File: config.mk
export PLATFORM = sky130hd
export DESIGN_NAME = rtc_regfront
export DESIGN_NICKNAME = d
export VERILOG_FILES = /design/src/rtl/rtc_regfront_pkg.sv /design/src/rtl/rtc_regfront_ctrl.sv /design/src/rtl/rtc_regfront_dp.sv /design/src/rtl/rtc_regfront.sv
export SDC_FILE = /design/constraint.sdc
export NUM_CORES = 1
export LEC_CHECK = 0
export ABC_AREA = 1
export BUFFER_PORTS_ARGS = -buffer_cell sky130_fd_sc_hd__clkbuf_2
export CAP_MARGIN = 0
export CORE_MARGIN = 2
export CORE_UTILIZATION = 46
export CTS_CLUSTER_DIAMETER = 80
export DETAILED_ROUTE_END_ITERATION = 6
export PLACE_DENSITY = 0.77
export SKIP_CTS_REPAIR_TIMING = 1
export SLEW_MARGIN = 20
export SYNTH_ARGS = -nofsm -noshare
export SYNTH_HDL_FRONTEND = slang
export SYNTH_SLANG_ARGS = --single-unit
File: constraint.sdc
create_clock -name clk -period 5.5 [get_ports clk]
set_input_delay 0.825 -clock clk [delete_from_list [all_inputs] [get_ports clk]]
set_output_delay 0.825 -clock clk [all_outputs]
set_load 0.01 [all_outputs]
File: src/rtl/rtc_regfront_pkg.sv
package rtc_regfront_pkg;
  localparam int DATA_W       = 8;
  localparam int ADDR_W       = 5;
  localparam int NUM_REGS     = 17;
  localparam int TIME_REGS    = 7;
  localparam int ALARM_BASE   = 7;
  localparam int ALARM_REGS   = 7;
  localparam int CTRL_ADDR    = 14;
  localparam int STATUS_ADDR  = 15;
  localparam int TRICKLE_ADDR = 16;
  localparam int SECONDS_ADDR = 0;
  localparam int LAST_ADDR    = NUM_REGS - 1;

  typedef struct packed {
    logic              shadowLoad;
    logic              commit;
    logic [ADDR_W-1:0] curAddr;
    logic [DATA_W-1:0] commitData;
  } regStrobes_t;

  // Bits that exist in each register; the rest are held at zero.
  function automatic logic [DATA_W-1:0] fieldMask(input logic [ADDR_W-1:0] addr);
    case (addr)
      5'd0, 5'd1, 5'd2: fieldMask = 8'h7F;
      5'd3:             fieldMask = 8'h07;
      5'd4:             fieldMask = 8'h3F;
      5'd5:             fieldMask = 8'h9F;
      5'd14:            fieldMask = 8'hBF;
      5'd15:            fieldMask = 8'h83;
      default:          fieldMask = 8'hFF;
    endcase
  endfunction
endpackage

File: src/rtl/rtc_regfront_ctrl.sv
module rtc_regfront_ctrl
  import rtc_regfront_pkg::*;
(
  input  logic              clk,
  input  logic              rstN,
  input  logic              busStart,
  input  logic              busStop,
  input  logic              ptrLoad,
  input  logic [ADDR_W-1:0] ptrValue,
  input  logic              rdStrobe,
  input  logic              wrStrobe,
  input  logic [DATA_W-1:0] wrByte,
  input  logic              wrAck,
  output regStrobes_t       strobes
);
  logic [ADDR_W-1:0] ptr;
  logic [ADDR_W-1:0] ptrNext;
  logic [DATA_W-1:0] holdByte;
  logic              holdValid;
  logic              advance;
  logic              rollOver;

  assign advance  = (rdStrobe | wrAck) & ~ptrLoad;
  assign rollOver = advance & (ptr == ADDR_W'(LAST_ADDR));

  always_comb begin
    ptrNext = ptr;
    if (ptrLoad) begin
      ptrNext = (ptrValue > ADDR_W'(LAST_ADDR)) ? '0 : ptrValue;
    end else if (advance) begin
      ptrNext = rollOver ? '0 : ptr + ADDR_W'(1);
    end
  end

  always_ff @(posedge clk) begin
    if (!rstN) begin
      ptr       <= '0;
      holdByte  <= '0;
      holdValid <= 1'b0;
    end else begin
      ptr <= ptrNext;
      if (busStart || busStop) begin
        holdValid <= 1'b0;
      end else if (wrStrobe) begin
        holdByte  <= wrByte;
        holdValid <= 1'b1;
      end else if (wrAck) begin
        holdValid <= 1'b0;
      end
    end
  end

  always_comb begin
    strobes.shadowLoad = busStart | busStop | rollOver;
    strobes.commit     = wrAck & holdValid;
    strobes.curAddr    = ptr;
    strobes.commitData = holdByte;
  end
endmodule

File: src/rtl/rtc_regfront_dp.sv
module rtc_regfront_dp
  import rtc_regfront_pkg::*;
(
  input  logic                           clk,
  input  logic                           rstN,
  input  regStrobes_t                    strobes,
  input  logic [TIME_REGS*DATA_W-1:0]    liveTime,
  input  logic                           setOsf,
  input  logic                           setA2,
  input  logic                           setA1,
  output logic [DATA_W-1:0]              rdData,
  output logic [TIME_REGS-1:0]           timeWrEn,
  output logic [DATA_W-1:0]              timeWrData,
  output logic                           prescalerClr,
  output logic [ALARM_REGS*DATA_W-1:0]   alarmRegs,
  output logic [DATA_W-1:0]              ctrlReg,
  output logic [DATA_W-1:0]              statusReg,
  output logic [DATA_W-1:0]              trickleReg
);
  logic [DATA_W-1:0] shadow [TIME_REGS];
  logic [DATA_W-1:0] alarmByte [ALARM_REGS];
  logic [DATA_W-1:0] maskedData;
  logic [DATA_W-1:0] statusNext;
  logic              timeHit;

  assign maskedData = strobes.commitData & fieldMask(strobes.curAddr);
  assign timeHit    = strobes.commit && (strobes.curAddr < ADDR_W'(TIME_REGS));

  for (genvar i = 0; i < TIME_REGS; i++) begin : g_shadow
    always_ff @(posedge clk) begin
      if (!rstN) begin
        shadow[i] <= '0;
      end else if (strobes.shadowLoad) begin
        shadow[i] <= liveTime[i*DATA_W +: DATA_W] & fieldMask(ADDR_W'(i));
      end
    end
  end

  for (genvar j = 0; j < ALARM_REGS; j++) begin : g_alarm
    always_ff @(posedge clk) begin
      if (!rstN) begin
        alarmByte[j] <= '0;
      end else if (strobes.commit && strobes.curAddr == ADDR_W'(ALARM_BASE + j)) begin
        alarmByte[j] <= maskedData;
      end
    end
    assign alarmRegs[j*DATA_W +: DATA_W] = alarmByte[j];
  end

  always_comb begin
    statusNext = statusReg;
    if (strobes.commit && strobes.curAddr == ADDR_W'(STATUS_ADDR)) begin
      statusNext = statusReg & strobes.commitData;
    end
    statusNext = (statusNext | {setOsf, 5'b0, setA2, setA1})
               & fieldMask(ADDR_W'(STATUS_ADDR));
  end

  always_ff @(posedge clk) begin
    if (!rstN) begin
      ctrlReg      <= '0;
      trickleReg   <= '0;
      statusReg    <= '0;
      timeWrEn     <= '0;
      timeWrData   <= '0;
      prescalerClr <= 1'b0;
    end else begin
      statusReg    <= statusNext;
      timeWrEn     <= '0;
      prescalerClr <= 1'b0;
      if (strobes.commit && strobes.curAddr == ADDR_W'(CTRL_ADDR)) begin
        ctrlReg <= maskedData;
      end
      if (strobes.commit && strobes.curAddr == ADDR_W'(TRICKLE_ADDR)) begin
        trickleReg <= maskedData;
      end
      if (timeHit) begin
        timeWrEn[strobes.curAddr[2:0]] <= 1'b1;
        timeWrData                     <= maskedData;
        prescalerClr <= (strobes.curAddr == ADDR_W'(SECONDS_ADDR));
      end
    end
  end

  always_comb begin
    rdData = '0;
    if (strobes.curAddr < ADDR_W'(TIME_REGS)) begin
      rdData = shadow[strobes.curAddr[2:0]];
    end else if (strobes.curAddr < ADDR_W'(ALARM_BASE + ALARM_REGS)) begin
      rdData = alarmByte[3'(strobes.curAddr - ADDR_W'(ALARM_BASE))];
    end else if (strobes.curAddr == ADDR_W'(CTRL_ADDR)) begin
      rdData = ctrlReg;
    end else if (strobes.curAddr == ADDR_W'(STATUS_ADDR)) begin
      rdData = statusReg;
    end else if (strobes.curAddr == ADDR_W'(TRICKLE_ADDR)) begin
      rdData = trickleReg;
    end
  end
endmodule

File: src/rtl/rtc_regfront.sv
module rtc_regfront
  import rtc_regfront_pkg::*;
(
  input  logic                         clk,
  input  logic                         rstN,
  input  logic                         busStart,
  input  logic                         busStop,
  input  logic                         ptrLoad,
  input  logic [ADDR_W-1:0]            ptrValue,
  input  logic                         rdStrobe,
  input  logic                         wrStrobe,
  input  logic [DATA_W-1:0]            wrByte,
  input  logic                         wrAck,
  input  logic [TIME_REGS*DATA_W-1:0]  liveTime,
  input  logic                         setOsf,
  input  logic                         setA2,
  input  logic                         setA1,
  output logic [DATA_W-1:0]            rdData,
  output logic [TIME_REGS-1:0]         timeWrEn,
  output logic [DATA_W-1:0]            timeWrData,
  output logic                         prescalerClr,
  output logic [ALARM_REGS*DATA_W-1:0] alarmRegs,
  output logic [DATA_W-1:0]            ctrlReg,
  output logic [DATA_W-1:0]            statusReg,
  output logic [DATA_W-1:0]            trickleReg
);
  regStrobes_t strobes;

  rtc_regfront_ctrl u_ctrl (
    .clk      (clk),
    .rstN     (rstN),
    .busStart (busStart),
    .busStop  (busStop),
    .ptrLoad  (ptrLoad),
    .ptrValue (ptrValue),
    .rdStrobe (rdStrobe),
    .wrStrobe (wrStrobe),
    .wrByte   (wrByte),
    .wrAck    (wrAck),
    .strobes  (strobes)
  );

  rtc_regfront_dp u_dp (
    .clk          (clk),
    .rstN         (rstN),
    .strobes      (strobes),
    .liveTime     (liveTime),
    .setOsf       (setOsf),
    .setA2        (setA2),
    .setA1        (setA1),
    .rdData       (rdData),
    .timeWrEn     (timeWrEn),
    .timeWrData   (timeWrData),
    .prescalerClr (prescalerClr),
    .alarmRegs    (alarmRegs),
    .ctrlReg      (ctrlReg),
    .statusReg    (statusReg),
    .trickleReg   (trickleReg)
  );
endmodule

== Yosys cells after proc, flatten, opt, wreduce, memory -nomap -nowiden ==
Memories as Yosys holds them, arrays and structs flattened. A register that Yosys moved wholly into a read port is not among the register bits.
Index checks and enable logic that the tools add are counted.

* Register bits after elaboration: 54
* Bits in writable memories: 112
* Memory bits (read-only): 96
* Input port bits: 80
* Output and inout bits: 104
* Logic and storage cells: 133
* Memories: 3

* $add $sub $neg: 2
* $lt $le $gt $ge: 5
* Eq/ne operators: 10
* Multiplexer cells: 58
* Bitwise gates (word level): 26
* Reductions and logical operators: 19

{| class="wikitable"
|+ Memories
! name !! words !! bits a word !! rd ports !! clocked after memory_dff !! write ports !! line !! source
|-
| (no name shown) || 16 || 6 || 1 || 1 || 0 || rtc_regfront_pkg.sv:23 || <nowiki>case (addr)</nowiki>
|-
| u_dp.alarmByte || 7 || 8 || 8 || 0 || 7 || rtc_regfront_dp.sv:21 || <nowiki>logic [DATA_W-1:0] alarmByte [ALARM_REGS];</nowiki>
|-
| u_dp.shadow || 7 || 8 || 1 || 1 || 7 || rtc_regfront_dp.sv:20 || <nowiki>logic [DATA_W-1:0] shadow [TIME_REGS];</nowiki>
|}

{| class="wikitable"
|+ Operators by type and width
! cell !! number
|-
| $mux W8 || 21
|-
| $eq A5 B4 Y1 const B || 8
|-
| $mux W1 || 28
|-
| $mux W5 || 4
|-
| $or A1 B1 Y1 || 17
|-
| $and A8 B8 Y8 || 2
|-
| $logic_and A1 B1 Y1 || 12
|-
| $mux W4 || 2
|-
| $or A8 B8 Y8 || 1
|-
| $mux W3 || 2
|-
| $add A5 B1 Y5 const B || 1
|-
| $eq A5 B3 Y1 const B || 1
|-
| $eq A5 B5 Y1 const B || 1
|-
| $gt A5 B5 Y1 const B || 1
|-
| $logic_not A5 Y1 || 1
|-
| $lt A5 B3 Y1 const B || 1
|-
| $lt A5 B4 Y1 const B || 1
|-
| $lt A3 B4 Y1 const B || 1
|-
| $reduce_and A2 Y1 || 2
|-
| $reduce_bool A2 Y1 || 2
|-
| $and A1 B1 Y1 || 3
|-
| $demux W1 S3 || 1
|-
| $ge A3 B1 Y1 const B || 1
|-
| $not A1 Y1 || 3
|-
| 3 further kinds || 3
|}

== Logic depth before layout (Yosys ltp) ==
Gate-level depths: netlist of run 1.

* Depth after elaboration: 8
* Gate-level depth with buffers: 14
* Mapped depth without buffers: 12

== Hierarchy ==
A second synthesis of run 1 with hierarchy kept.

* Cells, all modules: 872
* Area, all modules: 7255.7 µm²

{| class="wikitable"
|+ Modules (own cells, without submodules)
! module !! times used !! cells an instance !! area an instance (µm²) !! sequential area each (µm²)
|-
| rtc_regfront_dp || 1 || 763 || 6508.7 || 3703.6
|-
| rtc_regfront_ctrl || 1 || 109 || 747.0 || 280.3
|}

== Worst setup path after synthesis of run 1 ==
OpenSTA, ideal clock, no wires.

* Path kind: input to register
* Start point: input rstN
* End point: memory u_dp.shadow[0][0] (enable)
* Library setup time: 0.670 ns
* Arrival: 2.470 ns
* Data required time: 4.830 ns
* Path slack: 2.360 ns
* Cell stages on the path: 4
* Buffers on the path: 3
* Cells stage by stage: buf_2 -> clkbuf_1 -> buf_2 -> nand3_1

{| class="wikitable"
|+ RTL lines
! item !! line !! source
|-
| start: declaration || rtc_regfront.sv:5 || <nowiki>input logic rstN,</nowiki>
|-
| end: declaration || rtc_regfront_dp.sv:20 ||
|}

== Final worst setup path of run 1 ==
* Start point: register u_ctrl.ptr[0]
* End point: output rdData[1]

* Longest elaborated chain between the ends: 6
* Elaborated cells on any way between the ends: 12
* Classes of those cells: 1 x add/sub; 2 x order compare; 3 x eq/ne; 5 x mux; 1 x memory

{| class="wikitable"
|+ Ends and longest elaborated chain
! item !! line !! source
|-
| start: declaration || rtc_regfront_ctrl.sv:16 || <nowiki>logic [ADDR_W-1:0] ptr;</nowiki>
|-
| start signal: assignment || rtc_regfront_ctrl.sv:41 || <nowiki>ptr <= ptrNext;</nowiki>
|-
| branches (longest 5 deep; another with $mem_v2 Z7 W8) || n/a ||
|-
| $mux W8 * || rtc_regfront_dp.sv:87 || <nowiki>if (strobes.curAddr < ADDR_W'(TIME_REGS)) begin</nowiki>
|-
| end: declaration || rtc_regfront.sv:18 || <nowiki>output logic [DATA_W-1:0] rdData,</nowiki>
|}

Every way passes the cells marked *.

==> results of run 1 <==
[area by class of cell]
class,instances,share of cell area
inverter,91,0.0399
clock buffer,20,0.0542
sequential,157,0.480
tap,188,0.0273
clock inverter,12,0.0100
multi-input combinational,517,0.290
timing repair buffer,169,0.0989
[cells in the final DEF (no fill, tap or decap), types with 3 or more instances in the layout]
cell       count
nor2_1       166
nor3_1         7
a21oi_1       47
inv_4          4
nand3_2        3
ha_1           5
clkinv_4       3
nand4_1        9
nor2_2         5
o21ai_0       68
inv_1         86
o211ai_1      15
nand2_1      107
nor2_4         3
o21ai_1        4
clkbuf_16     18
clkbuf_2     166
nand3_1       42
conb_1         5
o22ai_1        6
dfxtp_1       57
buf_4          3
inv_2          5
edfxtp_1     100
o21ai_2        4
[worst max-delay path by stage]
stage / startpoint / cells past startpoint / to
floorplan: rstN / 4 / u_dp.shadow[0][0]
global placement: u_ctrl.ptr[0] / 11 / rdData[0]
detailed placement: u_ctrl.ptr[0] / 11 / rdData[1]
CTS: u_ctrl.ptr[0] / 11 / rdData[1]
global route: u_ctrl.ptr[0] / 11 / rdData[0]
finish: u_ctrl.ptr[0] / 11 / rdData[1]
[metrics by stage]
stage | hold slack, ps | total power (uW) | utilization | area [sq um] | cells
floorplan | 439 | 1550 | - | 7190 | 804
global placement | 459 | 1660 | 0.531 | 8070 | 1122
detailed placement | 467 | 1670 | 0.531 | 8070 | 1122
CTS | 476 | 2760 | 0.567 | 8620 | 1154
global route | 507 | 2840 | 0.568 | 8630 | 1154
finish | 476 | 2760 | 0.568 | 8630 | 1154
[Yosys cell counts (all sizes together)]
cell / count
o22ai: 6
nor3: 9
nand3: 46
ha: 5
a31oi: 2
dfxtp: 57
nand2: 110
a22oi: 2
nand4: 9
nor2: 175
o211ai: 15
inv: 91
a211oi: 4
a21oi: 49
or2: 1
clkbuf: 12
buf: 27
nor4: 1
a22o: 1
edfxtp: 100
o21ai: 77
conb: 1
[state kept, by name (all words and copies together), names as in the netlist, named ones only]
name / cells
u_ctrl.holdValid: 1
u_dp.timeWrData: 8
u_ctrl.ptr: 5
u_ctrl.holdByte: 8
u_dp.statusReg: 3
u_dp.trickleReg: 8
u_dp.shadow: 44
u_dp.alarmByte: 56
u_dp.ctrlReg: 8
u_dp.prescalerClr: 1
u_dp.timeWrEn: 7
[power by group]
group / internal, uW / switching, uW / leakage (uW) / total, uW
Combinational: 99.4 / 214 / 0.00206 / 313
Sequential: 1310 / 32.3 / 0.00154 / 1340
Clock: 619 / 486 / 0.000280 / 1100
Total: 2020 / 732 / 0.00388 / 2760
[critical path, stage by stage (launching register included)]
cell and delay (ps):
dfxtp_1 310, buf_4 300, inv_1 100, ha_1 530
inv_1 510, o21ai_0 200, o22ai_1 250, nand2_1 80
o211ai_1 180, nand3_1 140, o21ai_0 110, clkbuf_2 170
[cell families after synthesis]
group	Yosys count	share of synthesized area
and+or+nand+nor	351	0.211
DFF	157	0.578
AOI/OAI and AO/OA	156	0.124
buffers and inverters	130	0.0778
adders and majority gates	5	0.00872
other	1	0.000523
[metal layers]
metal | vias to the layer above | share of wire
li1 | 2967 | -
met1 | 2821 | 0.42
met2 | 317 | 0.46
met3 | 41 | 0.088
met4 | 0 | 0.034
met5 | - | 0
==> flow_summary_export.csv, run 1 <==
group,metric,value,unit
global_routing,grt_pass1_wl,29900,um
placed_design,hpwl,13700,um
floorplanning,ios,184,
sta,finClkSkew,9.78,ps
min_path,whs_endpoint,"u_dp.trickleReg[5]",
power_and_ir_drop,powerDensity,319,nW/um^2
placed_design,globalplace.congestion,0.908,
critical_path,r2r_start,"u_ctrl.ptr[0]",
clocking,numClockSinks,157,
route,wl_per_cell,16.9,um
critical_path,cp-start-kind,"register",
final_layout,multi_input_area,2500,sq um
floorplanning,core_area,15200,sq um
global_routing,grt_use_total,0.242,
global_routing,met3_usage,0.0561,
sta,worst_slack,1330,ps
sta,hold_viol_final,0,
sta,rsz0062_at_grt,"no",
sta,relSlewSlack,0.232,
power_and_ir_drop,p_leak,0.00388,uW
final_layout,area_growth,20.4,%
critical_path,end_kind,"output port",
route,firstDrtPassIters,4,
clocking,cts-root-buf,"clkbuf_16",
route,viasPerCell,5.33,
min_path,holdPathStages,2,
sta,slew_violations,0,
floorplanning,die_area,16600,sq um
global_routing,met2_usage,0.376,
critical_path,path_class,"reg -> out",
route,drtAntennaViolNets,0,
critical_path,reg2reg_to,"u_dp.ctrlReg[5]",
critical_path,required,4680,ps
clocking,tritoncts,"yes",
logic_synthesis,ys_types,39,
min_path,hp-class,"reg -> reg",
sta,period_share,0.758,
route,drt-total-wl,19500,um
critical_path,rrSetupSlack,3120,ps
floorplanning,num_rows,45,
route,drt_iter0_drc,637,
clocking,cts_buffer_depth,2,
clocking,clk_pin_slew,60,ps
sta,tightest_slew,1140,ps
global_routing,grt_remaining_overflow,0,
logic_synthesis,synthCells,800,
status,status,"completed",
final_layout,n_fill_cell,1369,
global_routing,grt_start_max_net_pins,50,
route,drc_errors,0,
placed_design,io_buffers,166,
sta,fin_tns_setup,0,ps
global_routing,met1_usage,0.323,
final_layout,drive_gt1_frac,0.241,
logic_synthesis,synth_top_area_frac,0.419,
logic_synthesis,ys.warnings.count,0,
min_path,worstHoldStart,"u_dp.trickleReg[5]",
job,max_cap_violations,0,
floorplanning,die_w,129,um
global_routing,grt_pass1_vias,5589,
logic_synthesis,synthTopCellsByArea,"edfxtp_1, dfxtp_1, nor2_1, nand2_1, o21ai_0",
critical_path,r2r_cells,11,
logic_synthesis,synth-seq-cells,157,
global_routing,busiest_layer,"met2",
power_and_ir_drop,peakVddDrop,0.000207,V
sta,setup_violations,0,
critical_path,critPathMaxFanout,30,
logic_synthesis,syn_area,7170,sq um
final_layout,regArea,4140,sq um
placed_design,dpl_worst_slack,1800,ps
floorplanning,die_h,129,um
logic_synthesis,yosysTopAreaCell,"edfxtp_1",
clocking,cts.htree.levels,4,
clocking,numCtsBuffers,17,
critical_path,arrival,3340,ps
route,via_count,6146,
global_routing,antenna_found_initial,0,
sta,max_freq,240,MHz
sta,fin_crit,4170,ps
final_layout,num_antenna_cells,0,
clocking,clk_latency,440,ps
logic_synthesis,ys_seq_area_frac,0.578,
final_layout,nets,1038,
logic_synthesis,synth.avg_cell_area,8.96,sq um
floorplanning,initial_utilization,0.472,
(Power assumes the default switching activity.)
==> run 2: changes to the inputs <==
Settings changed: PLACE_DENSITY 0.77 to 0.8.
Clock period 5.5 ns to 3.5 ns, I/O delays scaled along.
==> flow_summary_export.csv, run 2 (synthesis results as in run 1) <==
group,metric,value,unit
route,viasPerCell,5.37,
critical_path,max_stage_delay,460,ps
status,status,"completed",
clocking,tritoncts,"yes",
min_path,hp-class,"in -> reg",
critical_path,reg2reg_to,"u_dp.shadow[5][1]",
placed_design,dpl_worst_slack,677,ps
power_and_ir_drop,powerDensity,511,nW/um^2
route,drc_errors,0,
sta,worst_slack,177,ps
global_routing,grt_pass1_vias,5813,
sta,slew_violations,0,
final_layout,largest_reg_flops,56,
critical_path,required,2970,ps
route,drt_iter0_drc,585,
floorplanning,core_area,15200,sq um
sta,finClkSkew,8.00,ps
critical_path,rrSetupSlack,1230,ps
power_and_ir_drop,peakVddDrop,0.000362,V
route,via_count,6238,
critical_path,arrival,2800,ps
critical_path,r2r_start,"u_ctrl.ptr[1]",
clocking,numCtsBuffers,17,
sta,hold_viol_final,0,
final_layout,n_fill_cell,1341,
final_layout,reg_top3,"u_dp.alarmByte: 56 flops, u_dp.shadow: 44 flops",
job,max_cap_violations,0,
clocking,clk_pin_slew,60,ps
floorplanning,die_h,129,um
floorplanning,ios,184,
critical_path,critical_path.endpoint,"rdData[6]",
critical_path,r2r_cells,7,
final_layout,finalNonFillerCells,1162,
final_layout,layout_commonest_cell,"clkbuf_2",
critical_path,cp_slowest_cell,"inv_1",
final_layout,top_register,"u_dp.alarmByte",
sta,period_share,0.949,
power_and_ir_drop,p_leak,0.00393,uW
critical_path,end_kind,"output port",
sta,rsz0062_at_grt,"no",
final_layout,design_area,8730,sq um
sta,max_freq,301,MHz
placed_design,placed_cells,1130,
floorplanning,die_w,129,um
clocking,cts-root-buf,"clkbuf_16",
placed_design,globalplace.congestion,0.902,
clocking,numClockSinks,157,
sta,fin_crit,3320,ps
clocking,cts_buffer_depth,2,
critical_path,path_class,"reg -> out",
final_layout,final_cell_mix,"clkbuf_2, nor2_1, nand2_1",
critical_path,cp-start-kind,"register",
clocking,clk_latency,430,ps
final_layout,area_growth,21.8,%
sta,fin_tns_setup,0,ps
route,firstDrtPassIters,5,
final_layout,drive_gt1_frac,0.248,
global_routing,grt_remaining_overflow,0,
final_layout,nets,1046,
floorplanning,num_rows,45,
sta,tightest_slew,1150,ps
sta,relSlewSlack,0.225,
floorplanning,die_area,16600,sq um
critical_path,critPathMaxFanout,18,
placed_design,postPlaceCellArea,8130,sq um
final_layout,num_antenna_cells,0,
route,drtAntennaViolNets,0,
global_routing,grt_pass1_wl,30400,um
sta,setup_violations,0,
critical_path,startpoint,"u_ctrl.ptr[1]",
critical_path,cp_cell_sequence,"inv_1 -> ha_1 -> inv_1 -> o21ai_0 -> o22ai_1 -> nand2_1 -> nand3_1 -> o211ai_1 -> o21ai_0 -> clkbuf_2",
placed_design,io_buffers,166,
route,drt-total-wl,20000,um
global_routing,grt_start_max_net_pins,45,
global_routing,antenna_found_initial,0,
route,wl_per_cell,17.2,um
sta,whs,322,ps
floorplanning,initial_utilization,0.472,
placed_design,hpwl,14100,um
clocking,cts.htree.levels,4,
global_routing,grt_use_total,0.244,
[run 2: cell types whose count changed in the layout (fill, tap and decap cells not counted), sizes merged]
cell / delta
clkinv: -3
inv: -4
clkbuf: +5
bufinv: +1
clkinvlp: +1
buf: +8
[run 2: report_power, final]
group	total, uW	internal (uW)	switching, uW
combinational	506	163	343
sequential	2100	2050	47.4
clock	1860	1130	727
[run 2: cell type report]
| type | instances | area (sq um) | share of cell area |
|---|---|---|---|
| Clock buffer | 25 | 531 | 0.0607 |
| Clock inverter | 7 | 73.8 | 0.00845 |
| Inverter | 91 | 344 | 0.0394 |
| Multi-Input combinational cell | 517 | 2490 | 0.285 |
| Sequential cell | 157 | 4140 | 0.474 |
| Tap cell | 188 | 235 | 0.0269 |
| Timing Repair Buffer | 177 | 913 | 0.105 |
[run 2: per-layer routing]
layer / GRT usage / vias to the layer above / part of all wire
met4: 0.0946 / 0 / 0.025
met3: 0.0769 / 40 / 0.10
li1: - / 2984 / -
met1: 0.320 / 2878 / 0.41
met5: 0 / - / 0
met2: 0.379 / 336 / 0.47
[run 2: worst max-delay path, delay by kind of cell, from the launching register on]
kind / cells / cell delay (ps)
AOI/OAI and AO/OA: 4 / 710
buffers and inverters: 3 / 840
adders and majority gates: 1 / 300
and+or+nand+nor: 2 / 230
DFF: 1 / 310
[run 2: metrics by stage]
| step | util | power [uW] |
|---|---|---|
| final | 0.574 | 4460 |
| after global routing | 0.574 | 4610 |
| after CTS | 0.574 | 4460 |
| after detailed placement | 0.534 | 2630 |
| after global placement | 0.534 | 2620 |
| after floorplan | - | 2430 |
[run 2: how the worst min path moves through the flow]
stage	startpoint	endpoint	slack, ps	cells after the start
floorplan	u_ctrl.holdByte[1]	u_dp.trickleReg[1]	440	2
global placement	u_dp.ctrlReg[5]	u_dp.ctrlReg[5]	460	2
detailed placement	u_dp.ctrlReg[5]	u_dp.ctrlReg[5]	460	2
CTS	setOsf	u_dp.statusReg[7]	320	3
global route	setOsf	u_dp.statusReg[7]	330	3
finish	setOsf	u_dp.statusReg[7]	320	3
==> run 3: changes to the inputs <==
--- a/config.mk
+++ b/config.mk
@@ -10,9 +10,8 @@
 export CAP_MARGIN = 0
 export CORE_MARGIN = 2
-export CORE_UTILIZATION = 46
+export CORE_UTILIZATION = 45
 export CTS_CLUSTER_DIAMETER = 80
 export DETAILED_ROUTE_END_ITERATION = 6
-export PLACE_DENSITY = 0.8
-export SKIP_CTS_REPAIR_TIMING = 1
+export PLACE_DENSITY = 0.78
 export SLEW_MARGIN = 20
 export SYNTH_ARGS = -nofsm -noshare
==> constraint.sdc (replaced) <==
create_clock -name clk -period 3.5 [get_ports clk]
set_input_delay 0.35 -clock clk [delete_from_list [all_inputs] [get_ports clk]]
set_output_delay 0.35 -clock clk [all_outputs]
set_load 0.01 [all_outputs]
==> flow_summary_export.csv, run 3 (synthesis results as in run 1) <==
group,metric,value,unit
global_routing,grt_pass1_vias,5758,
final_layout,nets,1046,
sta,finClkSkew,8.80,ps
placed_design,postPlaceCellArea,8160,sq um
placed_design,io_buffers,166,
final_layout,regArea,4140,sq um
route,drt-total-wl,19700,um
final_layout,n_fill_cell,1442,
floorplanning,die_area,17000,sq um
floorplanning,ios,184,
placed_design,dpl_worst_slack,802,ps
final_layout,final_cell_mix,"nor2_1, clkbuf_2, nand2_1",
clocking,cts_buffer_depth,2,
sta,period_share,0.915,
critical_path,arrival,2850,ps
power_and_ir_drop,p_leak,0.00392,uW
clocking,numClockSinks,157,
sta,tightest_slew,1170,ps
global_routing,grt_pass1_wl,29900,um
global_routing,antenna_found_initial,0,
clocking,clk_pin_slew,60,ps
global_routing,grt_remaining_overflow,0,
sta,rsz0062_at_grt,"no",
route,viasPerCell,5.22,
critical_path,cp-start-kind,"register",
critical_path,required,3150,ps
sta,max_freq,312,MHz
sta,fin_tns_setup,0,ps
sta,slew_violations,0,
final_layout,design_area,8740,sq um
global_routing,grt_start_max_net_pins,45,
final_layout,top_register,"u_dp.alarmByte",
placed_design,globalplace.congestion,0.856,
placed_design,hpwl,14400,um
final_layout,drive_gt1_frac,0.248,
job,max_cap_violations,0,
power_and_ir_drop,powerDensity,499,nW/um^2
route,firstDrtPassIters,5,
floorplanning,die_h,130,um
clocking,cts_setup_buffers,0,
final_layout,num_antenna_cells,0,
power_and_ir_drop,peakVddDrop,0.000353,V
route,drt_iter0_drc,394,
global_routing,grt_use_total,0.237,
route,drc_errors,0,
sta,worst_slack,298,ps
floorplanning,die_w,130,um
route,wl_per_cell,16.5,um
floorplanning,num_rows,46,
sta,hold_viol_final,0,
clocking,clk_latency,430,ps
clocking,cts-root-buf,"clkbuf_16",
clocking,cts_hold_buf,0,
clocking,cts.htree.levels,4,
route,via_count,6206,
status,status,"completed",
floorplanning,initial_utilization,0.456,
sta,setup_violations,0,
final_layout,largest_reg_flops,56,
sta,relSlewSlack,0.216,
final_layout,area_growth,21.8,%
route,drtAntennaViolNets,0,
final_layout,reg_top3,"u_dp.alarmByte: 56 flops, u_dp.shadow: 44 flops",
min_path,hp-class,"in -> reg",
sta,fin_crit,3200,ps
floorplanning,core_area,15700,sq um
clocking,tritoncts,"yes",
critical_path,path_class,"reg -> out",
critical_path,end_kind,"output port",
clocking,numCtsBuffers,17,
clocking,cts_resized,0,
final_layout,multi_input_area,2490,sq um
critical_path,critPathMaxFanout,13,
## run 3: cell count changes in the layout (fill, tap and decap cells not counted), sizes merged
| cell | change |
|---|---|
| bufinv | -1 |
| clkinv | +4 |
| clkbuf | -3 |
| clkinvlp | -2 |
| inv | +2 |
## run 3: worst paths after layout
kind / slack, ps / from / to / cells past startpoint
worst max-delay path: 300 / u_ctrl.ptr[4] / rdData[1] / 10
worst min-delay path: 160 / setOsf / u_dp.statusReg[7] / 3
worst max register to register: 1220 / u_ctrl.ptr[1] / u_dp.shadow[6][4] / 7
worst min register to register: 480 / u_dp.ctrlReg[5] / u_dp.ctrlReg[5] / 2
## run 3: routing by layer
layer  routed length [um]  share of wire  global-route usage
met3                 1750          0.089              0.0570
met2                 9390           0.48               0.389
met5                    0              0                   0
met1                 8070           0.41               0.298
met4                  452          0.023               0.104
## run 3: worst max-delay path: stages (launching register included)
cell and delay, ps:
dfxtp_1 720, inv_1 370, ha_1 400, inv_1 170
nand3_1 100, nand2_1 90, o21ai_0 80, nand2_1 60
nand3_1 80, o21ai_0 150, clkbuf_2 190
## run 3: layout make-up
cell class,instances,area share
tap,216,0.0309
clock buffer,22,0.0567
timing repair buffer,177,0.105
clock inverter,10,0.00874
multi-input combinational,517,0.285
sequential,157,0.474
inverter,91,0.0394
## run 3: stage by stage
stage               utilization  hold slack (ps)  total power [uW]  cells
global placement          0.519              470              2630   1158
global route              0.556              158              4530   1190
floorplan                     -              439              2430    804
finish                    0.556              159              4360   1190
CTS                       0.556              146              4380   1190
detailed placement        0.519              477              2640   1158
## run 3: report_power, final
| part | internal, uW | switching [uW] | total, uW | leakage, uW |
|---|---|---|---|---|
| logic | 164 | 344 | 508 | 0.00209 |
| registers | 2050 | 46.6 | 2100 | 0.00154 |
| clock network | 1010 | 740 | 1750 | 0.000287 |
| total | 3230 | 1130 | 4360 | 0.00392 |
